**config.mk**
```make
export PLATFORM = sky130hd
export DESIGN_NAME = xbus_port_router
export DESIGN_NICKNAME = d
export VERILOG_FILES = /design/src/rtl/rtr_pkg.sv /design/src/rtl/rtr_steer_reg.sv /design/src/rtl/rtr_port_steer.sv /design/src/rtl/rtr_addr_match.sv /design/src/rtl/xbus_port_router.sv
export SDC_FILE = /design/constraint.sdc
export NUM_CORES = 1
export LEC_CHECK = 0
export BUFFER_PORTS_ARGS = -buffer_cell sky130_fd_sc_hd__buf_2
export CORE_ASPECT_RATIO = 0.9
export CORE_UTILIZATION = 48
export CTS_CLUSTER_DIAMETER = 120
export DETAILED_ROUTE_END_ITERATION = 12
export PLACE_DENSITY_LB_ADDON = 0.15
export SLEW_MARGIN = 20
export SYNTH_ARGS = -nofsm -noshare
export SYNTH_HDL_FRONTEND = slang
export SYNTH_SLANG_ARGS = --single-unit
```
**constraint.sdc**
```tcl
create_clock -name clk -period 3.8 [get_ports clk]
set_clock_uncertainty 0.1 [all_clocks]
set_input_delay 0.19 -clock clk [delete_from_list [all_inputs] [get_ports clk]]
set_output_delay 0.19 -clock clk [all_outputs]
set_load 0.02 [all_outputs]
```
**src/rtl/rtr_pkg.sv**
```systemverilog
package rtr_pkg;
    typedef enum logic [1:0] {
        SP_PROG = 2'b00,
        SP_X    = 2'b01,
        SP_Y    = 2'b10,
        SP_NONE = 2'b11
    } space_e;

    typedef enum logic {
        ST_IDLE = 1'b0,
        ST_XFER = 1'b1
    } acc_state_e;

    localparam int NUM_SPACES = 3;
endpackage

```
**src/rtl/rtr_steer_reg.sv**
```systemverilog
module rtr_steer_reg
    import rtr_pkg::*;
#(
    parameter int STEER_W = 24
) (
    input  logic               clk,
    input  logic               rst_n,
    input  logic               strobe_n_i,
    input  logic               load_i,
    input  logic [STEER_W-1:0] data_i,
    output logic [STEER_W-1:0] steer_o
);
    acc_state_e state_q, state_d;
    logic       take_load;

    always_ff @(posedge clk or negedge rst_n) begin
        if (!rst_n) state_q <= ST_IDLE;
        else        state_q <= state_d;
    end

    always_comb begin
        state_d = state_q;
        unique case (state_q)
            ST_IDLE: if (!strobe_n_i) state_d = ST_XFER;
            ST_XFER: if (strobe_n_i)  state_d = ST_IDLE;
            default: state_d = ST_IDLE;
        endcase
    end

    always_comb begin
        take_load = load_i && strobe_n_i && (state_q == ST_IDLE);
    end

    always_ff @(posedge clk or negedge rst_n) begin
        if (!rst_n)         steer_o <= '0;
        else if (take_load) steer_o <= data_i;
    end

    // no change while a transfer is open
    p_hold_in_xfer_r6: assert property (@(posedge clk) disable iff (!rst_n)
        (state_q == ST_XFER) |=> $stable(steer_o));
    // no change on an edge with the strobe low
    p_hold_on_strobe_r6: assert property (@(posedge clk) disable iff (!rst_n)
        (!strobe_n_i) |=> $stable(steer_o));
    // accepted load lands next cycle
    p_load_lands_r5: assert property (@(posedge clk) disable iff (!rst_n)
        (load_i && strobe_n_i && state_q == ST_IDLE) |=> (steer_o == $past(data_i)));
endmodule

```
**src/rtl/rtr_port_steer.sv**
```systemverilog
module rtr_port_steer
    import rtr_pkg::*;
#(
    parameter int ADDR_W    = 32,
    parameter int SECT_BITS = 3,
    parameter int STEER_W   = 24
) (
    input  logic [1:0]         space_i,
    input  logic [ADDR_W-1:0]  addr_i,
    input  logic [STEER_W-1:0] steer_i,
    output logic               valid_o,
    output logic               port_b_o
);
    localparam int IDX_W = $clog2(STEER_W);

    logic [SECT_BITS-1:0] section;
    logic [IDX_W-1:0]     idx;

    always_comb begin
        section  = addr_i[ADDR_W-1 -: SECT_BITS];
        valid_o  = (space_i != SP_NONE);
        idx      = IDX_W'({space_i, section});
        port_b_o = valid_o ? steer_i[idx] : 1'b0;
    end
endmodule

```
**src/rtl/rtr_addr_match.sv**
```systemverilog
module rtr_addr_match #(
    parameter int          ADDR_W      = 32,
    parameter logic [ADDR_W-1:0] MATCH_ADDR  = '1,
    parameter logic [1:0]  MATCH_SPACE = 2'b10
) (
    input  logic [1:0]        space_i,
    input  logic [ADDR_W-1:0] addr_i,
    output logic              hit_o
);
    always_comb hit_o = (space_i == MATCH_SPACE) && (addr_i == MATCH_ADDR);
endmodule

```
**src/rtl/xbus_port_router.sv**
```systemverilog
module xbus_port_router
    import rtr_pkg::*;
#(
    parameter int                ADDR_W        = 32,
    parameter int                SECT_BITS     = 3,
    parameter logic [ADDR_W-1:0] MBOX_TX_ADDR  = 32'hFFFF_FF94,
    parameter logic [ADDR_W-1:0] MBOX_ST_ADDR  = 32'hFFFF_FF88,
    parameter logic [ADDR_W-1:0] OLATCH_ADDR   = 32'hFFFF_FFFC,
    parameter logic [ADDR_W-1:0] ILATCH_ADDR   = 32'hFFFF_FFFC,
    localparam int               STEER_W       = NUM_SPACES << SECT_BITS
) (
    input  logic               clk,
    input  logic               rst_n,
    input  logic               steer_load_i,
    input  logic [STEER_W-1:0] steer_data_i,
    input  logic [1:0]         space_i,
    input  logic [ADDR_W-1:0]  addr_i,
    input  logic               rd_i,
    input  logic               strobe_n_i,
    output logic               strobe_a_n_o,
    output logic               strobe_b_n_o,
    output logic               route_b_o,
    output logic               ack_n_o,
    output logic               mbox_sel_n_o,
    output logic [3:0]         mbox_fn_o,
    output logic               mbox_rd_o,
    output logic               olatch_sel_n_o,
    output logic               ilatch_sel_n_o
);
    localparam int NUM_DEC = 4;
    localparam logic [ADDR_W-1:0] DEC_ADDR [NUM_DEC] =
        '{MBOX_TX_ADDR, MBOX_ST_ADDR, OLATCH_ADDR, ILATCH_ADDR};
    localparam logic [1:0] DEC_SPACE [NUM_DEC] = '{2'b10, 2'b10, 2'b10, 2'b01};

    logic [STEER_W-1:0] steer_q;
    logic               valid, port_b, live;
    logic [NUM_DEC-1:0] hit;

    rtr_steer_reg #(.STEER_W(STEER_W)) u_reg (
        .clk        (clk),
        .rst_n      (rst_n),
        .strobe_n_i (strobe_n_i),
        .load_i     (steer_load_i),
        .data_i     (steer_data_i),
        .steer_o    (steer_q)
    );

    rtr_port_steer #(.ADDR_W(ADDR_W), .SECT_BITS(SECT_BITS), .STEER_W(STEER_W)) u_steer (
        .space_i  (space_i),
        .addr_i   (addr_i),
        .steer_i  (steer_q),
        .valid_o  (valid),
        .port_b_o (port_b)
    );

    for (genvar g = 0; g < NUM_DEC; g++) begin : g_dec
        rtr_addr_match #(
            .ADDR_W      (ADDR_W),
            .MATCH_ADDR  (DEC_ADDR[g]),
            .MATCH_SPACE (DEC_SPACE[g])
        ) u_match (
            .space_i (space_i),
            .addr_i  (addr_i),
            .hit_o   (hit[g])
        );
    end

    always_comb begin
        live           = valid && !strobe_n_i;
        strobe_a_n_o   = !(live && !port_b);
        strobe_b_n_o   = !(live && port_b);
        route_b_o      = port_b;
        ack_n_o        = 1'b0;
        mbox_sel_n_o   = !(live && port_b && (hit[0] || hit[1]));
        olatch_sel_n_o = !(live && port_b && hit[2] && !rd_i);
        ilatch_sel_n_o = !(live && !port_b && hit[3] && rd_i);
        mbox_fn_o      = addr_i[5:2];
        mbox_rd_o      = rd_i;
    end

    // at most one port strobe at a time
    p_one_port_r2: assert property (@(posedge clk) disable iff (!rst_n)
        $onehot0({!strobe_a_n_o, !strobe_b_n_o}));
    // no-access code drives nothing
    p_no_access_r3: assert property (@(posedge clk) disable iff (!rst_n)
        (space_i == SP_NONE) |-> (strobe_a_n_o && strobe_b_n_o && mbox_sel_n_o
                                   && olatch_sel_n_o && ilatch_sel_n_o));
    // selects only under the strobe
    p_sel_needs_strobe_r11: assert property (@(posedge clk) disable iff (!rst_n)
        (!mbox_sel_n_o || !olatch_sel_n_o || !ilatch_sel_n_o) |-> !strobe_n_i);
    // mailbox only on a port-B Y transfer
    p_mbox_y_r7: assert property (@(posedge clk) disable iff (!rst_n)
        !mbox_sel_n_o |-> (space_i == SP_Y && !strobe_b_n_o));
    // output latch only written
    p_olatch_write_r9: assert property (@(posedge clk) disable iff (!rst_n)
        !olatch_sel_n_o |-> (!rd_i && !strobe_b_n_o));
    // input latch only read, on port A
    p_ilatch_read_r10: assert property (@(posedge clk) disable iff (!rst_n)
        !ilatch_sel_n_o |-> (rd_i && !strobe_a_n_o));
endmodule

```
==> results.txt, run 1 <==
Share of layout cells above drive strength 1 = 0.4953
CTS H-tree depth = 1
Critical path buffers and inverters = 1
Peak supply drop = 233.9 uV
Max Cap Viol = 0
Cts repair resizes = 0
Syn nets = 187
Die Y = 53.90 um
Num CTS Buffers = 3
Total area of sequential cells = 625.6 um^2
Mean post-synth cell area = 11.58 um^2
DPL Wire Length = 2552 um
DIE WIDTH = 59.66 um
Bufs on Longest Clock Path = 2
DR iter-0 viols = 24
Worst-path clk slew = 0.13 ns
Status = complete, no violations
Routed WL = 3334 um
Worst-Margin Slew = 0.5492 ns
Die ar. = 3215 um^2
Final ANT Viol Nets = 0
Post-synth EDFFs = 0
Max-slew violations = 0
CP startpoint kind = flop
Final Hold Fails = 0
Period utilisation layout = 0.5742
Crit-path leading delay family = simple AND/OR/NAND/NOR gates
Library cells used by synthesis = 30
Post-synthesis register bit count = 25
Hold buffers post-CTS = 6
HP Class = in2reg
Initial antenna violation count = 0
Area of the multi-input gates = 719.4 um^2
Pre-CTS setup slack = 1.710 ns
Final setup TNS = 0 ns
Area growth syn-to-layout = 39.72%
Required @ worst endpoint = 3.51 ns
Port buffer count = 73
Final setup vio count = 0
CP max stage cell = or4_1
Root Buffer = clkbuf_4
Drt pass-1 iters = 4
CP cell instances = mux2i_1, a22oi_1, and3_1, or4_1, buf_2
CP Capture Type = output port
Fillcell total = 249
Max_slew headroom = 0.6339
Post-CTS Setup Inserts = 0
Largest area contributor in the netlist = dfrtp_1
Top post-synthesis cells by area = dfrtp_1 44%, mux2_2 19%, mux2i_1 8.4%, buf_4 3.1%, nand4b_1 2.4%
Post-synthesis async set-or-reset flop share = 1.000
Antenna diodes = 0
CP Max Fanout = 2
Main synth FF type = dfrtp_1
Vias in the first global route = 1074
Final net count = 276
Utilization after layout = 0.7186
Synth top area share = 0.4355
# DRC = 0
Core Rows = 18
Overflow after GRT = 0
Gp weighted congestion = 0.8308
RSZ-0062 raised after global routing = no
Worst Path Arrival = 1.89 ns
Pwr/cell area = 314.6 nW/um^2
Fmax = 0.4583 GHz
Vias = 1329
Sequential area share after synthesis = 0.4355
Leak pwr = 0.9758 nW
First-pass GRT wire length = 4547 um
Final worst setup slack = 1.618 ns
Clk sinks = 25
CTS tree = built
Number of vias per cell = 5.274
GRT Total Usage = 0.1939
Crit path kind = reg2out
Post-Synthesis Cells = 124
Yosys warning count = 0
Io pins = 75
Max stage delay on crit path = 0.53 ns
Core Area = 2793 um^2
Worst-Skew Late Latency = 0.31 ns
Final Critical Period = 2.182 ns
Pin count of the biggest net entering global routing = 26
Drt wl/cell = 13.23 um
Initial Utilization = 0.5143
Mapped cell area = 1436 um^2
==> sequential cells by signal, summed over array words and instances, names as in the netlist <==
signal / flops
u_reg.steer_o: 24
u_reg.state_q: 1
==> routing by layer <==
metal | vias up | wire length, um | global-route usage
li1 | 630 | - | -
met1 | 637 | 1334 | 0.2416
met2 | 58 | 1731 | 0.3593
met3 | 4 | 233 | 0.02885
met4 | 0 | 35 | 0.03488
met5 | - | 0 | 0
==> report_power, final <==
part | internal (W) | switching (W) | leakage (nW)
Combinational | 0.000101 | 0.0000748 | 0.663
Sequential | 0.000314 | 0.0000272 | 0.296
Clock | 0.0000392 | 0.0000744 | 0.0177
Total | 0.000455 | 0.000176 | 0.976
==> worst register-to-register path: cells and delay by family, from the launching register on <==
family / cells / cell delay [ns]
DFF: 1 / 0.38
and+or+nand+nor: 1 / 0.37
muxes: 1 / 0.29
buffers and inverters: 1 / 0.29
==> kinds of logic (layout without fill, tap and decap cells) <==
logic type,Yosys count,count (layout),synth area share
simple gates,42,42,0.1916
compound gates,8,8,0.03484
flops,25,25,0.4355
mux,36,36,0.2718
other cells,1,1,0.002611
buf+inv,12,100,0.06359
==> per-stage QoR <==
stage	hold WS [ns]	cells	power [W]	cell area, um^2
6_report	0.002156	252	0.0006314	2007
5_1_grt	0.002019	252	0.0006684	2007
4_1_cts	0.0001883	237	0.0006248	1856
3_5_place_dp	0.1059	227	0.0005076	1768
3_3_place_gp	0.09151	227	0.0004988	1768
2_1_floorplan	-0.2056	124	0.0004427	1436
==> cells in the mapped netlist, drive strengths merged, types with 2 or more instances <==
| library cell | count |
|---|---|
| nand2 | 8 |
| nand3 | 4 |
| nand2b | 2 |
| a21oi | 4 |
| nand4 | 7 |
| nor2 | 6 |
| mux2 | 24 |
| a22oi | 2 |
| dfrtp | 25 |
| buf | 8 |
| mux2i | 12 |
| clkbuf | 2 |
| nand4b | 4 |
| inv | 2 |
| or4 | 2 |
| and3 | 2 |
==> layout make-up <==
type,count,area share
clock buffers,3,0.01122
clock inverters,1,0.002494
inverters,2,0.003741
multi-input cells,87,0.3585
flip-flops and latches,25,0.3117
well taps,40,0.02494
repair buffers,94,0.2874
==> cells in the final DEF, fill, tap and decap left out, types with 2 or more instances in the layout <==
cell type,n
mux2_2,24
dfrtp_1,25
buf_2,73
inv_1,2
a22oi_1,2
and3_1,2
nand3_1,4
nand4_1,5
nor2_1,6
nand2b_1,2
nand2_1,8
dlygate4sd3_1,20
or4_1,2
clkbuf_4,3
a21oi_1,4
mux2i_1,12
nand4b_1,4
==> path summary, 6_finish.rpt <==
path	startpoint	endpoint	slack, ns	cells after the start
max reg2reg	u_reg.state_q	u_reg.steer_o[21]	2.26	3
max in group asynchronous	rst_n	u_reg.steer_o[23]	2.95	2
max	u_reg.steer_o[7]	ilatch_sel_n_o	1.62	5
min reg2reg	u_reg.steer_o[23]	u_reg.steer_o[23]	0.42	1
min	steer_data_i[16]	u_reg.steer_o[16]	0.002	2
min in group asynchronous	rst_n	u_reg.state_q	0.28	2
No activity file was read; power rests on OpenSTA's default activity.
==> inputs of run 2 (changes only) <==
--- a/config.mk
+++ b/config.mk
@@ -7,7 +7,7 @@
 export LEC_CHECK = 0
 export BUFFER_PORTS_ARGS = -buffer_cell sky130_fd_sc_hd__buf_2
 export CORE_ASPECT_RATIO = 0.9
-export CORE_UTILIZATION = 48
+export CORE_UTILIZATION = 45
 export CTS_CLUSTER_DIAMETER = 120
 export DETAILED_ROUTE_END_ITERATION = 12
 export PLACE_DENSITY_LB_ADDON = 0.15
==> constraint.sdc (replaced) <==
create_clock -name clk -period 2.2 [get_ports clk]
set_clock_uncertainty 0.1 [all_clocks]
set_input_delay 0.11 -clock clk [delete_from_list [all_inputs] [get_ports clk]]
set_output_delay 0.11 -clock clk [all_outputs]
set_load 0.02 [all_outputs]
==> run 2 against run 1 <==
Sequential power increased by 71%. Worst setup slack got worse by 1.5 ns. Sequential share of layout area decreased by 1.1 points. Clock power increased by 74%. Utilization decreased by 3.4 points. Wire length decreased by 0.48%. Largest power group unchanged.
==> results.txt, run 2 (synthesized netlist as in run 1, its figures left out) <==
CP max stage cell = or4_4
DIE WIDTH = 61.56 um
Total area of sequential cells = 625.6 um^2
Most flop-heavy register = u_reg.steer_o
First-pass GRT wire length = 5209 um
Levels on crit path = 5
Peak supply drop = 467.2 uV
CP Capture Type = output port
Vias in the first global route = 1261
FF-to-FF Start = u_reg.state_q
Crit path kind = reg2out
Initial antenna violation count = 0
Final ANT Viol Nets = 0
Drt wl/cell = 12.71 um
Reg-to-reg endpoint = u_reg.steer_o[19]
Max Cap Viol = 0
Worst Path Arrival = 1.87 ns
Worst-Margin Slew = 0.5496 ns
Number of vias per cell = 4.989
Crit-path leading delay family = simple AND/OR/NAND/NOR gates
Worst setup path startpoint = u_reg.steer_o[5]
Critical path buffers and inverters = 1
Met2 Resource Use GR = 0.3564
Max-slew violations = 0
Leak pwr = 1.011 nW
Port buffer count = 73
Final Hold Fails = 0
Worst-path clk slew = 0.13 ns
Largest registers = u_reg.steer_o x24, u_reg.state_q x1
Max stage delay on crit path = 0.54 ns
Max_slew headroom = 0.6336
Pin count of the biggest net entering global routing = 26
Area of the multi-input gates = 723.2 um^2
Vias = 1302
HP Class = in2async
Share of layout cells above drive strength 1 = 0.4886
Die Y = 55.60 um
Worst-Skew Late Latency = 0.30 ns
CP endpoint = ilatch_sel_n_o
Clk sinks = 25
Status = complete, no violations
GRT Total Usage = 0.2014
GR peak layer = met2
Pwr Total = 0.001100 W
Num CTS Buffers = 3
CTS tree = built
Final setup vio count = 0
Bufs on Longest Clock Path = 2
CTS H-tree depth = 1
Placed Cells incl. Taps = 230
Fmax = 0.4814 GHz
Utilization after layout = 0.6846
Commonest non-fill, non-tap cell in the layout = buf_2
Final Critical Period = 2.077 ns
Fillcell total = 263
Overflow after GRT = 0
CP startpoint kind = flop
CP Max Fanout = 2
M3 GR Usage = 0.02558
Drt pass-1 iters = 4
DR iter-0 viols = 24
Most frequent cells in the layout = 72 x buf_2, 26 x dlygate4sd3_1, 25 x dfrtp_1
Worst Reg2Reg Path Length in Cells = 3
DPL Wire Length = 2564 um
Die ar. = 3422 um^2
# DRC = 0
Initial Utilization = 0.4720
Io pins = 75
CP cell instances = mux2i_1, nand2_1, and3_1, or4_4, buf_6
Core Area = 3043 um^2
Core Rows = 19
Routed WL = 3318 um
Final setup TNS = 0 ns
M1 GR Usage = 0.2582
Hold_ws = 0.2047 ns
Setup slack, reg-to-reg = 0.87 ns
Final net count = 283
Antenna diodes = 0
Area growth syn-to-layout = 45.03%
RSZ-0062 raised after global routing = no
Gp weighted congestion = 0.8317
Period utilisation layout = 0.9442
Required @ worst endpoint = 1.99 ns
Final non-filler cell total = 261
Max reg flops = 24
Root Buffer = clkbuf_4
Pwr/cell area = 527.8 nW/um^2
## run 2: cell types whose count changed in the layout (fill, tap and decap cells not counted), sizes merged
cell         previous run  this run
buf                    74        75
dlygate4sd3            20        26
## run 2: worst min path at each step
| stage | cells past startpoint | startpoint | slack [ns] | to |
|---|---|---|---|---|
| finish | 2 | rst_n | 0.20 | u_reg.steer_o[13] |
| global route | 2 | rst_n | 0.24 | u_reg.steer_o[4] |
| detailed placement | 1 | rst_n | 0.03 | u_reg.steer_o[15] |
| floorplan | 0 | rst_n | -0.29 | u_reg.state_q |
| global placement | 1 | rst_n | 0.01 | u_reg.steer_o[15] |
| CTS | 2 | rst_n | 0.21 | u_reg.steer_o[21] |
## run 2: layout make-up
type                       instances  share of cell area
timing repair buffer             101              0.3105
clock inverter                     1            0.002402
multi-input combinational         87              0.3471
inverter                           2            0.003604
clock buffer                       3             0.01081
tap                               42             0.02523
sequential                        25              0.3003
## run 2: repair_timing
action | CTS | global route
gates resized for setup | 0 | 3
hold buffers | 26 | 0
buffers inserted | 0 | 1
setup endpoints to repair | 0 | 1
hold endpoints to repair | 50 | 0
## run 2: routing by layer
layer	wire length (um)	share of wire	up-vias
li1	-	-	641
met1	1403	0.42	609
met2	1687	0.51	50
met3	212	0.064	2
met4	16	0.0048	0
met5	0	0	-
## run 2: stage by stage
stage	cell area (um^2)	setup WS, ns
finish	2083	0.1228
global route	2083	0.01913
CTS	2066	0.06322
detailed placement	1778	0.2224
global placement	1778	0.2791
floorplan	1436	0.5888
## run 2: where the power goes
group / leakage, nW / total, W / internal [W] / switching, W
Combinational: 0.697 / 0.000316 / 0.000183 / 0.000133
Clock: 0.0177 / 0.000198 / 0.0000678 / 0.000131
Sequential: 0.296 / 0.000585 / 0.000543 / 0.0000421
Total: 1.01 / 0.00110 / 0.000794 / 0.000306
